`src/rtl/fcs_pkg.sv`:
```
package fcs_pkg;
   typedef enum logic [2:0] {
      ST_IDLE,
      ST_UNL1,
      ST_CMD,
      ST_PROG,
      ST_ER1,
      ST_ER2,
      ST_ER3
   } seq_st_e;

   localparam logic [7:0] C_UNL_A  = 8'hAA;
   localparam logic [7:0] C_UNL_B  = 8'h55;
   localparam logic [7:0] C_PROG   = 8'hA0;
   localparam logic [7:0] C_ERASE  = 8'h80;
   localparam logic [7:0] C_CHIP   = 8'h10;
   localparam logic [7:0] C_BLOCK  = 8'h30;
   localparam logic [7:0] C_FAST   = 8'h20;
   localparam logic [7:0] C_IDENT  = 8'h90;
   localparam logic [7:0] C_RESET  = 8'hF0;
   localparam logic [7:0] C_SUSP   = 8'hB0;
endpackage

```
`src/rtl/fcs_strobe.sv`:
```
module fcs_strobe #(
   parameter int AW = 21
) (
   input  logic          clk,
   input  logic          rst_n,
   input  logic          we_n,
   input  logic [AW-1:0] addr,
   output logic          wr_evt,
   output logic [AW-1:0] a_lat
);
   logic we_q;

   always_ff @(posedge clk) begin
      if (!rst_n) begin
         we_q  <= 1'b1;
         a_lat <= '0;
      end else begin
         we_q <= we_n;
         if (we_q && !we_n) a_lat <= addr;
      end
   end

   assign wr_evt = !we_q && we_n;
endmodule

```
`src/rtl/fcs_seq.sv`:
```
module fcs_seq
   import fcs_pkg::*;
#(
   parameter int AW = 21,
   parameter int DW = 16,
   parameter int CMP_BITS = 11,
   parameter logic [CMP_BITS-1:0] UNL_ADDR_A = 'h555,
   parameter logic [CMP_BITS-1:0] UNL_ADDR_B = 'h2AA
) (
   input  logic          clk,
   input  logic          rst_n,
   input  logic          wr_evt,
   input  logic [AW-1:0] a_lat,
   input  logic [DW-1:0] wdata,
   input  logic          lockout,
   input  logic          busy,
   output logic          req_prog,
   output logic          req_chip_erase,
   output logic          req_blk_erase,
   output logic          req_fast_set,
   output logic          req_id_entry,
   output logic          req_reset,
   output logic          req_suspend,
   output logic [AW-1:0] cmd_addr,
   output logic [DW-1:0] cmd_data,
   output logic          id_mode,
   output logic          fast_mode
);
   seq_st_e st, st_n;
   logic hit_a, hit_b;
   logic [7:0] dcode;
   logic p_prog, p_chip, p_blk, p_fast, p_id, p_rst, p_sus;
   logic id_n, fast_n;
   logic [AW-1:0] ca_n;
   logic [DW-1:0] cd_n;

   assign dcode = wdata[7:0];

   generate
      if (CMP_BITS == AW) begin : g_full_cmp
         assign hit_a = (a_lat == UNL_ADDR_A);
         assign hit_b = (a_lat == UNL_ADDR_B);
      end else begin : g_low_cmp
         assign hit_a = (a_lat[CMP_BITS-1:0] == UNL_ADDR_A);
         assign hit_b = (a_lat[CMP_BITS-1:0] == UNL_ADDR_B);
      end
   endgenerate

   always_comb begin
      st_n   = st;
      id_n   = id_mode;
      fast_n = fast_mode;
      ca_n   = cmd_addr;
      cd_n   = cmd_data;
      p_prog = 1'b0;
      p_chip = 1'b0;
      p_blk  = 1'b0;
      p_fast = 1'b0;
      p_id   = 1'b0;
      p_rst  = 1'b0;
      p_sus  = 1'b0;
      if (wr_evt && !lockout) begin
         st_n = ST_IDLE;
         if (busy) begin
            if (dcode == C_RESET) begin
               p_rst  = 1'b1;
               id_n   = 1'b0;
               fast_n = 1'b0;
            end else if (dcode == C_SUSP) begin
               p_sus = 1'b1;
            end
         end else if (st == ST_PROG) begin
            p_prog = 1'b1;
            ca_n   = a_lat;
            cd_n   = wdata;
         end else if (dcode == C_RESET) begin
            p_rst  = 1'b1;
            id_n   = 1'b0;
            fast_n = 1'b0;
         end else begin
            case (st)
               ST_IDLE: begin
                  if (hit_a && dcode == C_UNL_A) st_n = ST_UNL1;
                  else if (fast_mode && dcode == C_PROG) st_n = ST_PROG;
               end
               ST_UNL1: if (hit_b && dcode == C_UNL_B) st_n = ST_CMD;
               ST_CMD: begin
                  if (hit_a) begin
                     case (dcode)
                        C_PROG:  st_n = ST_PROG;
                        C_ERASE: st_n = ST_ER1;
                        C_FAST: begin
                           p_fast = 1'b1;
                           fast_n = 1'b1;
                        end
                        C_IDENT: begin
                           p_id = 1'b1;
                           id_n = 1'b1;
                        end
                        default: st_n = ST_IDLE;
                     endcase
                  end
               end
               ST_ER1: if (hit_a && dcode == C_UNL_A) st_n = ST_ER2;
               ST_ER2: if (hit_b && dcode == C_UNL_B) st_n = ST_ER3;
               ST_ER3: begin
                  if (hit_a && dcode == C_CHIP) begin
                     p_chip = 1'b1;
                  end else if (dcode == C_BLOCK) begin
                     p_blk = 1'b1;
                     ca_n  = a_lat;
                  end
               end
               default: st_n = ST_IDLE;
            endcase
         end
      end
   end

   always_ff @(posedge clk) begin
      if (!rst_n) begin
         st             <= ST_IDLE;
         id_mode        <= 1'b0;
         fast_mode      <= 1'b0;
         cmd_addr       <= '0;
         cmd_data       <= '0;
         req_prog       <= 1'b0;
         req_chip_erase <= 1'b0;
         req_blk_erase  <= 1'b0;
         req_fast_set   <= 1'b0;
         req_id_entry   <= 1'b0;
         req_reset      <= 1'b0;
         req_suspend    <= 1'b0;
      end else begin
         st             <= st_n;
         id_mode        <= id_n;
         fast_mode      <= fast_n;
         cmd_addr       <= ca_n;
         cmd_data       <= cd_n;
         req_prog       <= p_prog;
         req_chip_erase <= p_chip;
         req_blk_erase  <= p_blk;
         req_fast_set   <= p_fast;
         req_id_entry   <= p_id;
         req_reset      <= p_rst;
         req_suspend    <= p_sus;
      end
   end
endmodule

```
`src/rtl/fcs_idmux.sv`:
```
module fcs_idmux #(
   parameter int AW = 21,
   parameter int DW = 16,
   parameter logic [DW-1:0] MFR_WORD = 'h0098,
   parameter logic [DW-1:0] DEV_WORD = 'h009A
) (
   input  logic          id_mode,
   input  logic [AW-1:0] addr,
   input  logic          blk_prot,
   output logic [DW-1:0] id_rdata
);
   localparam logic [DW-1:0] PROT_ONE = DW'(1);

   always_comb begin
      id_rdata = '0;
      if (id_mode) begin
         case (addr[1:0])
            2'd0:    id_rdata = MFR_WORD;
            2'd1:    id_rdata = DEV_WORD;
            2'd2:    id_rdata = blk_prot ? PROT_ONE : '0;
            default: id_rdata = '0;
         endcase
      end
   end
endmodule

```
`src/rtl/fcs_decoder.sv`:
```
module fcs_decoder #(
   parameter int AW = 21,
   parameter int DW = 16,
   parameter int CMP_BITS = 11,
   parameter logic [DW-1:0] MFR_WORD = 'h0098,
   parameter logic [DW-1:0] DEV_WORD = 'h009A
) (
   input  logic          clk,
   input  logic          rst_n,
   input  logic          we_n,
   input  logic [AW-1:0] addr,
   input  logic [DW-1:0] wdata,
   input  logic          lockout,
   input  logic          busy,
   input  logic          blk_prot,
   output logic          req_prog,
   output logic          req_chip_erase,
   output logic          req_blk_erase,
   output logic          req_fast_set,
   output logic          req_id_entry,
   output logic          req_reset,
   output logic          req_suspend,
   output logic [AW-1:0] cmd_addr,
   output logic [DW-1:0] cmd_data,
   output logic          id_mode,
   output logic          fast_mode,
   output logic [DW-1:0] id_rdata
);
   generate
      if (CMP_BITS < 11 || CMP_BITS > AW) begin : g_bad_cmp
         $error("fcs_decoder: CMP_BITS must lie between 11 and AW");
      end
      if (DW < 8) begin : g_bad_dw
         $error("fcs_decoder: DW must be at least 8");
      end
      if (AW < 2) begin : g_bad_aw
         $error("fcs_decoder: AW must be at least 2");
      end
   endgenerate

   logic          wr_evt;
   logic [AW-1:0] a_lat;

   fcs_strobe #(.AW(AW)) u_strobe (
      .clk(clk), .rst_n(rst_n), .we_n(we_n), .addr(addr),
      .wr_evt(wr_evt), .a_lat(a_lat)
   );

   fcs_seq #(
      .AW(AW), .DW(DW), .CMP_BITS(CMP_BITS),
      .UNL_ADDR_A(CMP_BITS'('h555)), .UNL_ADDR_B(CMP_BITS'('h2AA))
   ) u_seq (
      .clk(clk), .rst_n(rst_n), .wr_evt(wr_evt), .a_lat(a_lat),
      .wdata(wdata), .lockout(lockout), .busy(busy),
      .req_prog(req_prog), .req_chip_erase(req_chip_erase),
      .req_blk_erase(req_blk_erase), .req_fast_set(req_fast_set),
      .req_id_entry(req_id_entry), .req_reset(req_reset),
      .req_suspend(req_suspend), .cmd_addr(cmd_addr), .cmd_data(cmd_data),
      .id_mode(id_mode), .fast_mode(fast_mode)
   );

   fcs_idmux #(.AW(AW), .DW(DW), .MFR_WORD(MFR_WORD), .DEV_WORD(DEV_WORD)) u_idmux (
      .id_mode(id_mode), .addr(addr), .blk_prot(blk_prot), .id_rdata(id_rdata)
   );
endmodule

```
`config.mk`:
```
export PLATFORM = sky130hd
export DESIGN_NAME = fcs_decoder
export DESIGN_NICKNAME = d
export VERILOG_FILES = /design/src/rtl/fcs_pkg.sv /design/src/rtl/fcs_strobe.sv /design/src/rtl/fcs_seq.sv /design/src/rtl/fcs_idmux.sv /design/src/rtl/fcs_decoder.sv
export SDC_FILE = /design/constraint.sdc
export NUM_CORES = 1
export LEC_CHECK = 0
export BUFFER_PORTS_ARGS = -buffer_cell sky130_fd_sc_hd__buf_2
export CORE_UTILIZATION = 53
export CTS_BUF_LIST = sky130_fd_sc_hd__clkbuf_16
export DETAILED_ROUTE_END_ITERATION = 12
export GPL_ROUTABILITY_DRIVEN = 0
export PLACE_DENSITY = 0.81
export SYNTH_ARGS = -nofsm -noshare
export SYNTH_HDL_FRONTEND = slang
export SYNTH_SLANG_ARGS = --single-unit
```
`constraint.sdc`:
```
create_clock -name clk -period 3.95 [get_ports clk]
set_input_delay 1.185 -clock clk [delete_from_list [all_inputs] [get_ports clk]]
set_output_delay 1.185 -clock clk [all_outputs]
set_load 0.02 [all_outputs]
```
=== After elaboration in Yosys (flattened, before gate mapping) ===
Index checks and enable logic that the tools add are counted.

* Register bits: 71
* Input port bits: 43
* Output and inout bits: 62
* Word-level logic and storage cells: 113

* Eq/ne operators: 24
* Multiplexer cells: 41
* Bitwise logic cells: 6
* Reduce and logical (&&, ||, !) cells: 28

{| class="wikitable"
|+ Operators with widths
! kind !! number
|-
| 21-bit 2-to-1 mux || 5
|-
| 8-bit equality test, second input constant || 6
|-
| 16-bit one-hot mux with 3 select lines || 1
|-
| 1-bit 2-to-1 mux || 23
|-
| 3-bit 2-to-1 mux || 7
|-
| 6-bit AND reduction || 3
|-
| 8-bit by 6-bit equality test with 1-bit output, second input constant || 2
|-
| 16-bit 2-to-1 mux || 1
|-
| 3-bit one-hot mux with 5 select lines || 1
|-
| 7-bit OR reduction || 2
|-
| 2-bit nonzero test || 6
|-
| 11-bit by 10-bit equality test with 1-bit output, second input constant || 1
|-
| 11-bit equality test, second input constant || 1
|-
| 3-bit equality test, second input constant || 3
|-
| 8-bit by 5-bit equality test with 1-bit output, second input constant || 1
|-
| 8-bit by 7-bit equality test with 1-bit output, second input constant || 1
|-
| 1-bit logical AND || 7
|-
| 3-bit by 2-bit equality test with 1-bit output, second input constant || 2
|-
| 2-bit by 1-bit != test with 1-bit output, second input constant || 3
|-
| 1-bit NOT || 6
|-
| 3-bit one-hot mux with 2 select lines || 1
|-
| 6-bit OR reduction || 1
|-
| 2-bit 2-to-1 mux || 2
|-
| 4-bit OR reduction || 1
|-
| 10 further kinds || 12
|}

=== Logic depth before layout (Yosys ltp) ===
* Word-level depth: 8
* Mapped depth: 7
* Mapped depth without buffers: 5

=== Cells and area by module ===
From an unflattened synthesis, not the netlist that was laid out.

* Cells, all modules: 370
* Area, all modules: 3211.8 um^2

{| class="wikitable"
|+ By module, submodules not included
! module !! times used !! cells each !! area each (um^2) !! seq. area each (um^2)
|-
| fcs_seq || 1 || 257 || 2177.1 || 980.9
|-
| fcs_strobe || 1 || 96 || 905.9 || 440.4
|-
| fcs_idmux || 1 || 17 || 128.9 || 0.0
|}

=== Worst setup path after synthesis ===
OpenSTA, ideal clock, no wires.

* Path type: input to output
* From: in addr[1]
* To: out id_rdata[1]
* Arrival: 1.888 ns
* Required time: 2.765 ns
* Slack: 0.877 ns
* Cell stages on the path: 2
* Buffers on the path: 0
* Cell sequence: nor2b_1 and2_1

* Cells in the longest elaborated chain, start to end: 3
* Elaborated cells on any way between the ends: 5
* Classes of those cells: eq/ne: 2; mux: 2; reduce/logical: 1

{| class="wikitable"
|+ Ends and longest elaborated chain
! what !! RTL line !! source
|-
| start, declared || fcs_decoder.sv:11 || <nowiki>input logic [AW-1:0] addr,</nowiki>
|-
| 2-bit equality test, or another cell as far along || fcs_idmux.sv:17 || <nowiki>case (addr[1:0])</nowiki>
|-
| 16-bit one-hot mux with 3 select lines (*) || fcs_idmux.sv:17 ||
|-
| 16-bit 2-to-1 mux (*) || fcs_idmux.sv:16 || <nowiki>if (id_mode) begin</nowiki>
|-
| end, declared || fcs_decoder.sv:27 || <nowiki>output logic [DW-1:0] id_rdata</nowiki>
|}

Mark *: on every way between the ends. The rest lies on a longest branch, timed or not.

=== Final worst setup path ===
Ends and elaborated chain as after synthesis.

==> metrics.txt <==
outcome complete, no violations; initial drt markers 211; Synth Area in Compound Gates 16.1%; fill cell count 471; Hold WS 0.443 ns; Antenna Nets Post-Route 0; Placed Area 3470 um2; Tmin final 2.96 ns; Setup Fix Bufs, Post-CTS 0; Power Total 1.60 mW; Crit-path slowest cell nor2b_1; adder-cell share of the synthesized area 0%; fraction of layout cells with a size suffix above 1 27.4%; # IOs 105; Post-synth EDFFs 0; P&R area growth vs syn 24.3%; via count 2746; # port buffers 93; Setup CP Type in2out; register area share after synthesis 47.0%; area leader, netlist dfxtp_1; reported leakage power 1.62 nW; fmax 338 MHz; post-cts resize count 0; largest family of logic cells by synthesized area simple AND/OR/NAND/NOR gates; Initial Util 54.9%; H-tree lvl count 3; first-pass GRT wire length 11400 um; Critical Path AT 1.77 ns; final max-slew violation count 0; TritonCTS Buffers 9; Worst-Margin Slew 0.848 ns; Seq cells post-synth 71; Sink Count 71; die area 6010 um2; Cell Pwr Density 427 nW/um2; Final nets 490; Syn Area/Cell 8.40 um2; ANT cells 0; fin crit share 74.9%; top cells by area, synth dfxtp_1, nand2_1, a21boi_0, nand3_1, o21ai_0; cell area after layout 3760 um2; Synth warnings 0; clk root buf clkbuf_16; vias in the first global route 2476; asr flop ratio synth 0%; top-area cell type share of the netlist area 47.0%; max-cap viol count 0; Setup crit start kind primary input; Setup TNS 0 ns; most common flop cell mapped by yosys dfxtp_1; Die Y 77.5 um; Bufs on Longest Clock Path 2; Worst VDD drop 303 uV; DP HPWL 4640 um; Post-Synth Simple-Gate Area 29.8%; row cnt 27; vias per cell 5.24; synth unique cells 42; die width 77.5 um; Worst path top cell family by delay simple AND/OR/NAND/NOR gates; Core Util, Final 68.2%; Buf/Inv on CP 2; most frequent cells after synthesis nand2_1, dfxtp_1, a21boi_0; fraction of synthesized area in multiplexers 0.373%; crit path setup slack, layout 0.993 ns; total track usage 24.0%; post-synthesis xor/xnor area fraction 0%; final worst clock skew 0.00448 ns; total iterations of the first detailed-routing run 4; largest net degree at the start of global routing 87; placed cells 508; Skew-Pair Late Insertion Delay 0.33 ns; mean routed wirelength per cell 13.0 um; initial antenna violation count 0; hold buffers post-CTS 0; Max FO, Critical Path 4; Clk pin slew, worst setup/hold paths 0.05 ns; synthesized cell area 3020 um2; DRC Markers 0; Setup Viol. Count Final 0; Worst Hold Class reg2reg; RSZ-0062 raised after global routing no; CP endpoint kind output port; flop-to-flop setup slack 1.98 ns; biggest cell delay along the critical path 0.18 ns; total global routing overflow 0; final hold vios 0; Rel. slew slack 43.5%; WP data required 2.76 ns; final WL 6840 um; Setup WS pre-CTS 0.980 ns; clock tree from TritonCTS yes; most common cell in the netlist nand2_1; core area 5510 um2; Syn Inst Count 360; Worst path most repeated cell buf_2; crit-path cells buf_2, nor2b_1, and2_1, buf_2; final cell count without fillers 524
[cells in the final DEF, fill, tap and decap left out, drive strengths merged, types with 7 or more instances in the layout]
| master | n |
|---|---|
| a21boi | 37 |
| nand2b | 7 |
| dfxtp | 71 |
| nand3 | 25 |
| buf | 99 |
| nand2 | 108 |
| nor2 | 10 |
| clkbuf | 9 |
| o21ai | 22 |
| conb | 11 |
[worst min-delay path: cells and delay by family, from the launching register on]
family	cells	cell delay, ns
flops	1	0.30
simple gates	1	0.05
compound gates	1	0.05
[final timing paths]
kind	startpoint	endpoint	depth (start not counted)
worst min-delay path	u_seq.cmd_addr[8]$_SDFFE_PN0P_	u_seq.cmd_addr[8]$_SDFFE_PN0P_	2
worst min register to register	u_seq.cmd_addr[8]$_SDFFE_PN0P_	u_seq.cmd_addr[8]$_SDFFE_PN0P_	2
worst max-delay path	addr[1]	id_rdata[1]	4
worst max register to register	u_seq.st[1]$_SDFFE_PN0P_	u_seq.cmd_addr[16]$_SDFFE_PN0P_	7
[state kept, by name, summed over array words and instances, names as in the netlist]
register	cells
u_seq.cmd_addr	21
u_strobe.a_lat	21
u_seq.cmd_data	16
u_seq.st	3
u_seq.fast_mode	1
u_seq.id_mode	1
u_seq.req_blk_erase	1
u_seq.req_chip_erase	1
u_seq.req_fast_set	1
u_seq.req_id_entry	1
u_seq.req_prog	1
u_seq.req_reset	1
u_seq.req_suspend	1
u_strobe.we_q	1
[routing by layer]
layer / global-route usage, % / wire length, um
met5: 0 / 0
met4: 12.3 / 146
met3: 5.06 / 370
met2: 36.4 / 3120
met1: 32.3 / 3200
[cells by family after synthesis]
logic type      Yosys count
simple gates            184
flops                    71
compound gates           69
buf+inv                  34
mux                       1
other cells               1
[where the power goes]
| part | total, mW | internal [mW] | switching [mW] |
|---|---|---|---|
| clock network | 0.776 | 0.482 | 0.293 |
| logic | 0.0891 | 0.0342 | 0.0549 |
| registers | 0.740 | 0.729 | 0.0110 |
| total | 1.60 | 1.25 | 0.359 |
[area by class of cell]
cell class	count	area, um2	area share, %
clock buffers	9	225	6.00
clock inverters	7	63.8	1.70
inverters	1	3.75	0.0999
multi-input cells	265	1440	38.4
flip-flops and latches	71	1420	37.8
well taps	72	90.1	2.40
repair buffers	99	510	13.6
Power figures use the tool's default switching activity.
